[src/rtl/ihc_pkg.sv]
package ihc_pkg;

    typedef enum logic [1:0] {
        UNIT_INT  = 2'd0,
        UNIT_FADD = 2'd1,
        UNIT_FMUL = 2'd2,
        UNIT_FDIV = 2'd3
    } unit_e;

    // bit 3 busy, bit 2 port, bit 1 raw, bit 0 waw
    typedef struct packed {
        logic busy;
        logic port;
        logic raw;
        logic waw;
    } cause_t;

endpackage

[src/rtl/ihc_stage_tags.sv]
// Positional destination tags for one fully pipelined unit.
// Slot i holds the op that is in execute stage i+1 during this cycle.
module ihc_stage_tags #(
    parameter int DEPTH = 4,
    parameter int REG_W = 5
) (
    input  logic             clk,
    input  logic             rst_n,
    input  logic             push_i,
    input  logic [REG_W-1:0] push_dst_i,
    input  logic [REG_W-1:0] dst_i,
    input  logic [REG_W-1:0] src1_i,
    input  logic [REG_W-1:0] src2_i,
    output logic             raw_o,
    output logic             waw_o
);

    // Only the last slot has its result ready for forwarding.
    localparam logic [DEPTH-1:0] RAW_MASK = {1'b0, {(DEPTH-1){1'b1}}};

    typedef struct packed {
        logic [DEPTH-1:0]            vld;
        logic [DEPTH-1:0][REG_W-1:0] tag;
    } tags_t;

    tags_t st_d, st_q;
    logic [DEPTH-1:0] dst_hit;
    logic [DEPTH-1:0] src_hit;

    always_comb begin
        st_d     = st_q;
        st_d.vld = {st_q.vld[DEPTH-2:0], push_i};
        st_d.tag = {st_q.tag[DEPTH-2:0], push_dst_i};
    end

    always_ff @(posedge clk or negedge rst_n) begin
        if (!rst_n) begin
            st_q <= '0;
        end else begin
            st_q <= st_d;
        end
    end

    for (genvar i = 0; i < DEPTH; i++) begin : g_slot
        assign dst_hit[i] = st_q.vld[i] && (st_q.tag[i] == dst_i);
        assign src_hit[i] = st_q.vld[i] &&
                            ((st_q.tag[i] == src1_i) || (st_q.tag[i] == src2_i));
    end

    assign raw_o = |(src_hit & RAW_MASK);
    assign waw_o = |dst_hit;

    // a tag pushed last cycle is visible against the same destination
    a_r6_push_seen: assert property (@(posedge clk) disable iff (!rst_n)
        push_i |=> (st_q.vld[0] && (st_q.tag[0] == $past(push_dst_i))));

endmodule

[src/rtl/ihc_div_track.sv]
// Occupancy, destination and progress of the single unpipelined divider.
module ihc_div_track #(
    parameter int STAGES = 24,
    parameter int II     = 25,
    parameter int REG_W  = 5
) (
    input  logic             clk,
    input  logic             rst_n,
    input  logic             issue_i,
    input  logic [REG_W-1:0] issue_dst_i,
    input  logic [REG_W-1:0] dst_i,
    input  logic [REG_W-1:0] src1_i,
    input  logic [REG_W-1:0] src2_i,
    output logic             busy_o,
    output logic             raw_o,
    output logic             waw_o
);

    localparam int CNT_W = $clog2(II);
    localparam logic [CNT_W-1:0] RELOAD = CNT_W'(II - 1);
    // Counter value during the last execute cycle.
    localparam logic [CNT_W-1:0] LAST_EX = CNT_W'(II - STAGES);

    typedef struct packed {
        logic [CNT_W-1:0] cnt;
        logic [REG_W-1:0] tag;
    } div_t;

    div_t st_d, st_q;
    logic in_ex;
    logic src_eq;

    always_comb begin
        st_d = st_q;
        if (issue_i) begin
            st_d.cnt = RELOAD;
            st_d.tag = issue_dst_i;
        end else if (st_q.cnt != '0) begin
            st_d.cnt = st_q.cnt - 1'b1;
        end
    end

    always_ff @(posedge clk or negedge rst_n) begin
        if (!rst_n) begin
            st_q <= '0;
        end else begin
            st_q <= st_d;
        end
    end

    assign in_ex  = (st_q.cnt >= LAST_EX);
    assign src_eq = (st_q.tag == src1_i) || (st_q.tag == src2_i);
    assign busy_o = (st_q.cnt != '0);
    assign raw_o  = (st_q.cnt > LAST_EX) && src_eq;
    assign waw_o  = in_ex && (st_q.tag == dst_i);

    // a divide is never accepted while the previous one occupies the unit
    a_r4_no_overlap: assert property (@(posedge clk) disable iff (!rst_n)
        issue_i |-> (st_q.cnt == '0));

endmodule

[src/rtl/ihc_wb_reserve.sv]
// Write-port reservation shift register. Bit k set means the write port is
// taken k cycles from now; bit 0 is the current write-back cycle.
module ihc_wb_reserve #(
    parameter int RES_W = 27,
    parameter int POS_W = 5
) (
    input  logic             clk,
    input  logic             rst_n,
    input  logic             set_i,
    input  logic [POS_W-1:0] pos_i,
    output logic             taken_o
);

    typedef struct packed {
        logic [RES_W-1:0] slots;
    } res_t;

    res_t st_d, st_q;

    always_comb begin
        st_d.slots = st_q.slots >> 1;
        if (set_i && (pos_i != '0) && (int'(pos_i) < RES_W)) begin
            st_d.slots[pos_i - 1'b1] = 1'b1;
        end
    end

    always_ff @(posedge clk or negedge rst_n) begin
        if (!rst_n) begin
            st_q <= '0;
        end else begin
            st_q <= st_d;
        end
    end

    assign taken_o = (int'(pos_i) < RES_W) ? st_q.slots[pos_i] : 1'b0;

    // a reservation is only made in a free slot
    a_r3_slot_free: assert property (@(posedge clk) disable iff (!rst_n)
        set_i |-> !st_q.slots[pos_i]);

    // reservation positions stay inside the register
    a_r3_pos_legal: assert property (@(posedge clk) disable iff (!rst_n)
        set_i |-> ((pos_i != '0) && (int'(pos_i) < RES_W)));

endmodule

[src/rtl/issue_hazard_check.sv]
module issue_hazard_check
    import ihc_pkg::*;
#(
    parameter int REG_W      = 5,
    parameter int INT_STAGES = 1,
    parameter int ADD_STAGES = 4,
    parameter int MUL_STAGES = 7,
    parameter int DIV_STAGES = 24,
    parameter int DIV_II     = 25
) (
    input  logic             clk,
    input  logic             rst_n,
    input  logic             req_valid,
    input  logic [1:0]       req_unit,
    input  logic [REG_W-1:0] req_dst,
    input  logic [REG_W-1:0] req_src1,
    input  logic [REG_W-1:0] req_src2,
    output logic             issue,
    output logic             stall,
    output logic [3:0]       stall_cause
);

    // Issue-to-write-back distance: execute stages, then memory, then write-back.
    localparam int W_INT = INT_STAGES + 2;
    localparam int W_ADD = ADD_STAGES + 2;
    localparam int W_MUL = MUL_STAGES + 2;
    localparam int W_DIV = DIV_STAGES + 2;
    localparam int RES_W = W_DIV + 1;
    localparam int POS_W = $clog2(RES_W);

    unit_e            unit_w;
    logic [POS_W-1:0] wb_pos;
    cause_t           cause;
    logic             any_hazard;
    logic             issue_w;

    logic add_raw, add_waw;
    logic mul_raw, mul_waw;
    logic div_busy, div_raw, div_waw;
    logic port_taken;

    assign unit_w = unit_e'(req_unit);

    always_comb begin
        case (unit_w)
            UNIT_FADD: wb_pos = POS_W'(W_ADD);
            UNIT_FMUL: wb_pos = POS_W'(W_MUL);
            UNIT_FDIV: wb_pos = POS_W'(W_DIV);
            default:   wb_pos = POS_W'(W_INT);
        endcase
    end

    always_comb begin
        cause = '0;
        if (req_valid) begin
            cause.busy = (unit_w == UNIT_FDIV) && div_busy;
            cause.port = port_taken;
            cause.raw  = add_raw | mul_raw | div_raw;
            cause.waw  = add_waw | mul_waw | div_waw;
        end
        any_hazard = |cause;
        issue_w    = req_valid && !any_hazard;
    end

    assign issue       = issue_w;
    assign stall       = req_valid && any_hazard;
    assign stall_cause = cause;

    ihc_stage_tags #(.DEPTH(ADD_STAGES), .REG_W(REG_W)) u_add_tags (
        .clk        (clk),
        .rst_n      (rst_n),
        .push_i     (issue_w && (unit_w == UNIT_FADD)),
        .push_dst_i (req_dst),
        .dst_i      (req_dst),
        .src1_i     (req_src1),
        .src2_i     (req_src2),
        .raw_o      (add_raw),
        .waw_o      (add_waw)
    );

    ihc_stage_tags #(.DEPTH(MUL_STAGES), .REG_W(REG_W)) u_mul_tags (
        .clk        (clk),
        .rst_n      (rst_n),
        .push_i     (issue_w && (unit_w == UNIT_FMUL)),
        .push_dst_i (req_dst),
        .dst_i      (req_dst),
        .src1_i     (req_src1),
        .src2_i     (req_src2),
        .raw_o      (mul_raw),
        .waw_o      (mul_waw)
    );

    ihc_div_track #(.STAGES(DIV_STAGES), .II(DIV_II), .REG_W(REG_W)) u_div (
        .clk         (clk),
        .rst_n       (rst_n),
        .issue_i     (issue_w && (unit_w == UNIT_FDIV)),
        .issue_dst_i (req_dst),
        .dst_i       (req_dst),
        .src1_i      (req_src1),
        .src2_i      (req_src2),
        .busy_o      (div_busy),
        .raw_o       (div_raw),
        .waw_o       (div_waw)
    );

    ihc_wb_reserve #(.RES_W(RES_W), .POS_W(POS_W)) u_wb (
        .clk     (clk),
        .rst_n   (rst_n),
        .set_i   (issue_w),
        .pos_i   (wb_pos),
        .taken_o (port_taken)
    );

    // a valid request gets exactly one answer
    a_r1_one_answer: assert property (@(posedge clk) disable iff (!rst_n)
        req_valid |-> (issue != stall));

    // no answer without a request
    a_r1_quiet_idle: assert property (@(posedge clk) disable iff (!rst_n)
        !req_valid |-> !(issue || stall));

    // an issuing cycle reports no cause
    a_r7_clean_issue: assert property (@(posedge clk) disable iff (!rst_n)
        issue |-> (stall_cause == 4'b0000));

    // two divides never issue back to back
    a_r4_div_spacing: assert property (@(posedge clk) disable iff (!rst_n)
        (issue && (req_unit == UNIT_FDIV)) |=> !(issue && (req_unit == UNIT_FDIV)));

    // a non-integer writer blocks the same destination in the next cycle
    a_r6_waw_next: assert property (@(posedge clk) disable iff (!rst_n)
        (issue && (req_unit != UNIT_INT)) |=> !(issue && (req_dst == $past(req_dst))));

    // a multi-stage result cannot be read in the following cycle
    a_r5_raw_next: assert property (@(posedge clk) disable iff (!rst_n)
        (issue && ((req_unit == UNIT_FADD) || (req_unit == UNIT_FMUL))) |=>
        !(issue && ((req_src1 == $past(req_dst)) || (req_src2 == $past(req_dst)))));

endmodule

[config.mk]
export PLATFORM = sky130hd
export DESIGN_NAME = issue_hazard_check
export DESIGN_NICKNAME = d
export VERILOG_FILES = /design/src/rtl/ihc_pkg.sv /design/src/rtl/ihc_stage_tags.sv /design/src/rtl/ihc_div_track.sv /design/src/rtl/ihc_wb_reserve.sv /design/src/rtl/issue_hazard_check.sv
export SDC_FILE = /design/constraint.sdc
export NUM_CORES = 1
export LEC_CHECK = 0
export ABC_CLOCK_PERIOD_IN_PS = 3800
export BUFFER_PORTS_ARGS = -buffer_cell sky130_fd_sc_hd__buf_2
export CORE_MARGIN = 2
export CORE_UTILIZATION = 60
export DETAILED_ROUTE_END_ITERATION = 16
export PLACE_DENSITY = 0.83
export SLEW_MARGIN = 5
export SYNTH_ARGS = -nofsm -noshare
export SYNTH_HDL_FRONTEND = slang
export SYNTH_SLANG_ARGS = --single-unit
[constraint.sdc]
create_clock -name clk -period 3.8 [get_ports clk]
set_input_delay 0.95 -clock clk [delete_from_list [all_inputs] [get_ports clk]]
set_output_delay 0.95 -clock clk [all_outputs]
set_load 0.005 [all_outputs]
# Yosys cells after proc, flatten, opt, wreduce, memory -nomap -nowiden
# Index checks and enable logic that the tools add are counted.
# W data, S select, Z words.
[word_totals]
ff_bits = 83
latchBits = 0
ram_bits = 0
rom_bits = 0
input_bits = 20
output_inout_bits = 6
elab_cells = 107
memories = 0
[classes]
n_addsub = 2
mul = 0
div = 0
magnitude_cmp = 6
n_eq_ne = 25
n_shift = 0
mux = 10
n_bitwise = 5
reduce_logical = 47
[op_table]
columns = ["op", "n"]
rows = [
  ["$eq A5 B5 Y1", 22],
  ["$logic_and A1 B1 Y1", 31],
  ["$mux W27", 1],
  ["$or A26 B27 Y27", 1],
  ["$pmux W5 S3", 1],
  ["$lt A5 B6 Y1 const B", 2],
  ["$ge A5 B1 Y1 const B", 2],
  ["$mux W5", 2],
  ["$reduce_bool A5 Y1", 2],
  ["$sub A5 B1 Y5 const B", 2],
  ["$reduce_or A4 Y1", 2],
  ["$logic_or A1 B1 Y1", 7],
  ["$reduce_or A7 Y1", 1],
  ["$reduce_or A6 Y1", 1],
  ["$bmux W1 S5", 1],
  ["$demux W1 S5", 1],
  ["$gt A5 B1 Y1 const B", 1],
  ["$lt A5 B5 Y1 const B", 1],
  ["$eq A2 B2 Y1 const B", 2],
  ["$mux W4", 1],
  ["$or A1 B1 Y1", 4],
  ["$mux W1", 3],
  ["$reduce_or A3 Y1", 1],
  ["$eq A2 B1 Y1 const B", 1],
  ["other kinds (2)", 2],
]

# Depth between registers and ports, before layout
[depth]
word_depth = 13
depth_mapped = 9
depth_no_buf = 9

# Hierarchy
# From an unflattened synthesis, not the netlist that was laid out.
[unflattened]
hier_cells = 484
area_unflattened_um2 = 5491.5
[by_module_without_submodules]
columns = ["module", "n_inst", "cells_per_inst", "area_per_inst_um2", "seq_area_each_um2"]
rows = [
  ["ihc_stage_tags (u_mul_tags)", 1, 196, 2242.2, 1051.0],
  ["ihc_wb_reserve", 1, 108, 1273.7, 675.6],
  ["ihc_stage_tags (u_add_tags)", 1, 97, 1184.9, 600.6],
  ["ihc_div_track", 1, 61, 651.9, 250.2],
  ["issue_hazard_check", 1, 22, 138.9, 0.0],
]

# Worst setup path before layout
# No wires, ideal clock.
[synth_path]
path_type = "input-to-output"
startpoint = "input port req_src1[2]"
endpoint = "output port issue"
arrival_time_ps = 2403
required_time_ps = 2850
setup_slack_ps = 447
path_stages = 8
n_path_buf = 1
cell_sequence = "buf_4 -> xor2_1 -> nor4_1 -> and3_1 -> nor4_2 -> nand4_1 -> nor3_2 -> and3_1"
[synth_between]
elab_chain_len = 10
elab_cells_between_ends = 32
cone_classes = "eq/ne: 7; mux: 1; bitwise: 2; reduce/logical: 22"
[synth_rtl]
columns = ["item", "line", "source"]
rows = [
  ["from (decl)", "issue_hazard_check.sv:16", "input logic [REG_W-1:0] req_src1,"],
  ["$eq A5 B5 Y1", "ihc_stage_tags.sv:47", "((st_q.tag[i] == src1_i) || (st_q.tag[i] == src2_i));"],
  ["$logic_or A1 B1 Y1", "ihc_stage_tags.sv:47", ""],
  ["$logic_and A1 B1 Y1", "ihc_stage_tags.sv:46", "assign src_hit[i] = st_q.vld[i] &&"],
  ["$reduce_or A6 Y1 or $reduce_or A3 Y1 (tied branches)", "ihc_stage_tags.sv:50", "assign raw_o = |(src_hit & RAW_MASK);"],
  ["$or A1 B1 Y1", "issue_hazard_check.sv:58", "cause.raw = add_raw | mul_raw | div_raw;"],
  ["$or A1 B1 Y1 (*)", "issue_hazard_check.sv:58", ""],
  ["$mux W4 (*)", "issue_hazard_check.sv:55", "if (req_valid) begin"],
  ["$reduce_or A4 Y1 (*)", "issue_hazard_check.sv:61", "any_hazard = |cause;"],
  ["$logic_not A1 Y1 (*)", "issue_hazard_check.sv:62", "issue_w = req_valid && !any_hazard;"],
  ["$logic_and A1 B1 Y1 (*)", "issue_hazard_check.sv:62", ""],
  ["to (decl)", "issue_hazard_check.sv:18", "output logic issue,"],
]
# Every way passes the cells marked *; elsewhere a longest branch is shown, timed or not.

# Final worst setup path
[layout_path]
startpoint = "input port req_dst[4]"
endpoint = "output port issue"
[layout_between]
elab_chain_len = 9
elab_cells_between_ends = 28
cone_classes = "eq/ne: 8; mux: 1; bitwise: 2; reduce/logical: 17"
[layout_rtl]
columns = ["item", "line", "source"]
rows = [
  ["from (decl)", "issue_hazard_check.sv:15", "input logic [REG_W-1:0] req_dst,"],
  ["$eq A5 B5 Y1", "ihc_stage_tags.sv:45", "assign dst_hit[i] = st_q.vld[i] && (st_q.tag[i] == dst_i);"],
  ["$logic_and A1 B1 Y1", "ihc_stage_tags.sv:45", ""],
  ["$reduce_or A7 Y1 or $reduce_or A4 Y1 (tied branches)", "ihc_stage_tags.sv:51", "assign waw_o = |dst_hit;"],
  ["$or A1 B1 Y1", "issue_hazard_check.sv:59", "cause.waw = add_waw | mul_waw | div_waw;"],
  ["$or A1 B1 Y1 (*)", "issue_hazard_check.sv:59", ""],
  ["$mux W4 (*)", "issue_hazard_check.sv:55", ""],
  ["$reduce_or A4 Y1 (*)", "issue_hazard_check.sv:61", ""],
  ["$logic_not A1 Y1 (*)", "issue_hazard_check.sv:62", ""],
  ["$logic_and A1 B1 Y1 (*)", "issue_hazard_check.sv:62", ""],
]
# Marks and branches as above.

==> results.py <==
metrics = {
    "setup_path": {
        "ff2ff_path_depth": 9,
        "critPathRequiredTime_ns": 2.85,
        "cp_slowest_stage_delay_ns": 0.33,
        "cp_data_arrival_time_ns": 2.70,
        "worstSetupEndpointType": "output pin",
        "cp-start-kind": "input port",
        "worst-setup-path-type": "in2out",
        "cp_max_fo": 11,
        "crit_chain": "buf_2, xor2_1, a2111oi_1, and3_1, nor4_2, nand2_2, nor3_2, and3_1, buf_2",
        "worst_path_max_delay_cell": "nor4_2",
    },
    "clock_network": {
        "clk_latency_ns": 0.35,
        "cts_root_buffer": "clkbuf_8",
        "clkSinkCount": 80,
        "clock_path_buffers": 2,
        "cts_tree": "done",
        "htree_levels": 3,
        "cts-buffers-inserted": 9,
        "cts_setup_buffers": 0,
        "path_clk_slew_ns": 0.08,
    },
    "timing": {
        "fin_crit_sh_pct": 95.9,
        "tightest_slew_ns": 0.960,
        "skew_ns": 0.00682,
        "fin_crit_ns": 3.65,
        "max_clock_freq_mhz": 274,
        "whs_ns": 0.353,
        "rsz0062_at_grt": "false",
        "drv_slew": 0,
        "finalSetupViolations": 0,
        "final.setup.tns_ns": 0,
        "slew_headroom_pct": 36.0,
        "hold_violations": 0,
    },
    "outcome": {
        "status": "complete, no violations",
    },
    "synth": {
        "synth-seq-cells": 80,
        "yosys.area.top_type": "dfrtp_1",
        "yosysWarnings": 0,
        "ys_seq_area_share_pct": 51.0,
        "synth_top_cells_by_area": "dfrtp_1, xnor2_1, xor2_1",
        "synth_area_mm2": 0.00393,
        "yosys.area.top_type_share_pct": 51.0,
        "syn_inst": 333,
        "syn_area_per_cell_um2": 11.8,
        "synth.distinct_cells": 44,
        "syn-num-nets": 356,
    },
    "global_routing": {
        "grtUsageTotal_pct": 25.3,
        "grt_pass1_vias": 2470,
        "antenna_found_initial": 0,
        "grt_max_degree": 81,
        "grt.overflow.total": 0,
        "grt_pass1_wl_um": 13600,
    },
    "placement": {
        "place_area_mm2": 0.00399,
        "hpwl_um": 5970,
        "io_buffer_count": 25,
        "globalplace.congestion": 0.979,
    },
    "finish": {
        "fill_cells": 436,
        "antennaDiodeCount": 0,
        "syn_to_final_growth_pct": 7.84,
        "drive_gt1_share_pct": 18.6,
        "nets": 363,
        "final_area_mm2": 0.00423,
    },
    "detailed_routing": {
        "drt_iter0_drc": 193,
        "route.detailed.drc": 0,
        "num_vias": 2379,
        "first_pass_iters": 4,
        "ant_nets": 0,
        "vias_per_cell": 5.65,
        "wl_per_cell_um": 19.7,
        "wl_um": 8280,
    },
    "floorplan": {
        "initial_core_util_pct": 61.8,
        "coreArea_mm2": 0.00635,
        "num_rows": 29,
        "dieArea_mm2": 0.00720,
        "die_y_um": 84.9,
        "ios": 26,
        "die_x_um": 84.9,
    },
    "min_path": {
        "holdPathStages": 0,
        "hold_path_class": "reg2reg",
    },
    "power_and_ir_drop": {
        "power_density_mw_per_mm2": 535,
        "vdd_drop_max_uv": 365,
        "leakage_nw": 1.86,
    },
    "run": {
        "cap_viol_max_count": 0,
    },
}
==> state kept, by name, indices dropped and copies added (netlist names) <==
signal           flops
u_add_tags.st_d      3
u_add_tags.st_q      1
u_mul_tags.st_d     36
u_div.st_q          10
u_wb.st_q           24
u_mul_tags.st_q      6
==> cells in the final DEF, fill, tap and decap left out, drive strengths merged, types with 8 or more instances in the layout <==
| cell type | Yosys | routed |
|---|---|---|
| and3 | 9 | 9 |
| buf | 15 | 30 |
| clkbuf | 20 | 10 |
| dfrtp | 80 | 80 |
| inv | 7 | 8 |
| nand4 | 11 | 11 |
| nor2 | 10 | 10 |
| nor3 | 14 | 14 |
| nor4 | 13 | 13 |
| xnor2 | 56 | 56 |
| xor2 | 54 | 54 |
==> report_power, final <==
part / internal, mW / leakage [nW] / total (mW) / switching (mW)
sequential: 0.944 / 0.965 / 1.07 / 0.122
clock: 0.437 / 0.120 / 0.750 / 0.313
combinational: 0.230 / 0.775 / 0.449 / 0.218
==> critical path: cells and delay by family <==
kind | cells | cell delay, ns
simple gates | 5 | 1.10
compound gates | 1 | 0.06
xor+xnor | 1 | 0.22
buf+inv | 2 | 0.36
==> synth_stat cells <==
| cell | number |
|---|---|
| mux4_2 | 1 |
| a31oi_1 | 1 |
| nand2_2 | 1 |
| o21ai_0 | 4 |
| conb_1 | 1 |
| xnor2_1 | 56 |
| o22ai_1 | 1 |
| nor4_2 | 2 |
| a221oi_1 | 1 |
| dfrtp_1 | 80 |
| a2111oi_1 | 1 |
| ha_1 | 3 |
| nor2_1 | 10 |
| a211oi_1 | 1 |
| and3_4 | 1 |
| o31a_1 | 1 |
| clkbuf_1 | 20 |
| and2_1 | 2 |
| a211o_1 | 1 |
| a2111oi_4 | 1 |
| nor3_2 | 2 |
| nand2_1 | 3 |
| inv_2 | 1 |
| and3_1 | 8 |
| and4_1 | 1 |
| or3_1 | 1 |
| a21oi_1 | 2 |
| nand4_1 | 11 |
| inv_1 | 6 |
| nor3_1 | 11 |
| nor4_1 | 11 |
| nand3_1 | 5 |
| nand2b_1 | 2 |
| buf_4 | 9 |
| buf_6 | 5 |
| xor2_1 | 54 |
| a31o_2 | 1 |
| mux2_4 | 5 |
| or4_4 | 1 |
| buf_2 | 1 |
| nor3_4 | 1 |
| or2_1 | 1 |
| and2_2 | 1 |
| a21o_1 | 1 |
==> metal layers <==
metal	vias up	track usage, %	part of all wire [%]
met5	-	0	0
met4	0	7.65	1.4
met3	13	5.84	4.8
met2	58	38.1	47
met1	1206	37.1	47
li1	1102	-	-
==> cells by family (layout without fill, tap and decap cells) <==
group,Yosys count,in the layout,synth area share [%]
fa+ha+maj,3,3,0.956
compound gates,16,16,3.32
flops,80,80,51.0
mux,6,6,2.49
simple gates,75,75,11.7
other cells,1,1,0.0955
buf+inv,42,53,5.86
xor+xnor,110,110,24.5
==> layout make-up <==
cell class / count / area [µm²] / share of cell area [%]
clock buffer: 9 / 124 / 2.93
clock inverter: 6 / 116 / 2.75
inverter: 7 / 26.3 / 0.621
multi-input combinational: 211 / 1690 / 40.0
sequential: 80 / 2000 / 47.3
tap: 77 / 96.3 / 2.28
timing repair buffer: 31 / 175 / 4.14
==> timing repair <==
| action | 4_1_cts | 5_1_grt |
|---|---|---|
| hold buffers | 0 | 0 |
| hold endpoints to repair | 0 | 0 |
| setup endpoints to repair | 0 | 1 |
| gates resized for setup | 0 | 1 |
==> worst paths after layout <==
path	start	end	slack, ns
min in group asynchronous	rst_n	u_wb.st_q[16]	0.75
min reg2reg	u_wb.st_q[19]	u_wb.st_q[18]	0.35
max in group asynchronous	rst_n	u_mul_tags.st_d[20]	2.43
max reg2reg	u_div.st_q[6]	u_div.st_q[4]	1.16
max	req_dst[4]	issue	0.15
min	u_wb.st_q[19]	u_wb.st_q[18]	0.35
==> stage by stage <==
step                      util, %  instances  setup WS [ns]  power [mW]
after global routing         66.7        421        0.00994        2.37
after detailed placement     62.8        406          0.152        1.53
after CTS                    66.6        421          0.130        2.28
final                        66.7        421          0.154        2.26
after global placement       62.8        406          0.136        1.51
after floorplan                 -        333          0.447        1.40
Power figures use the tool's default switching activity.
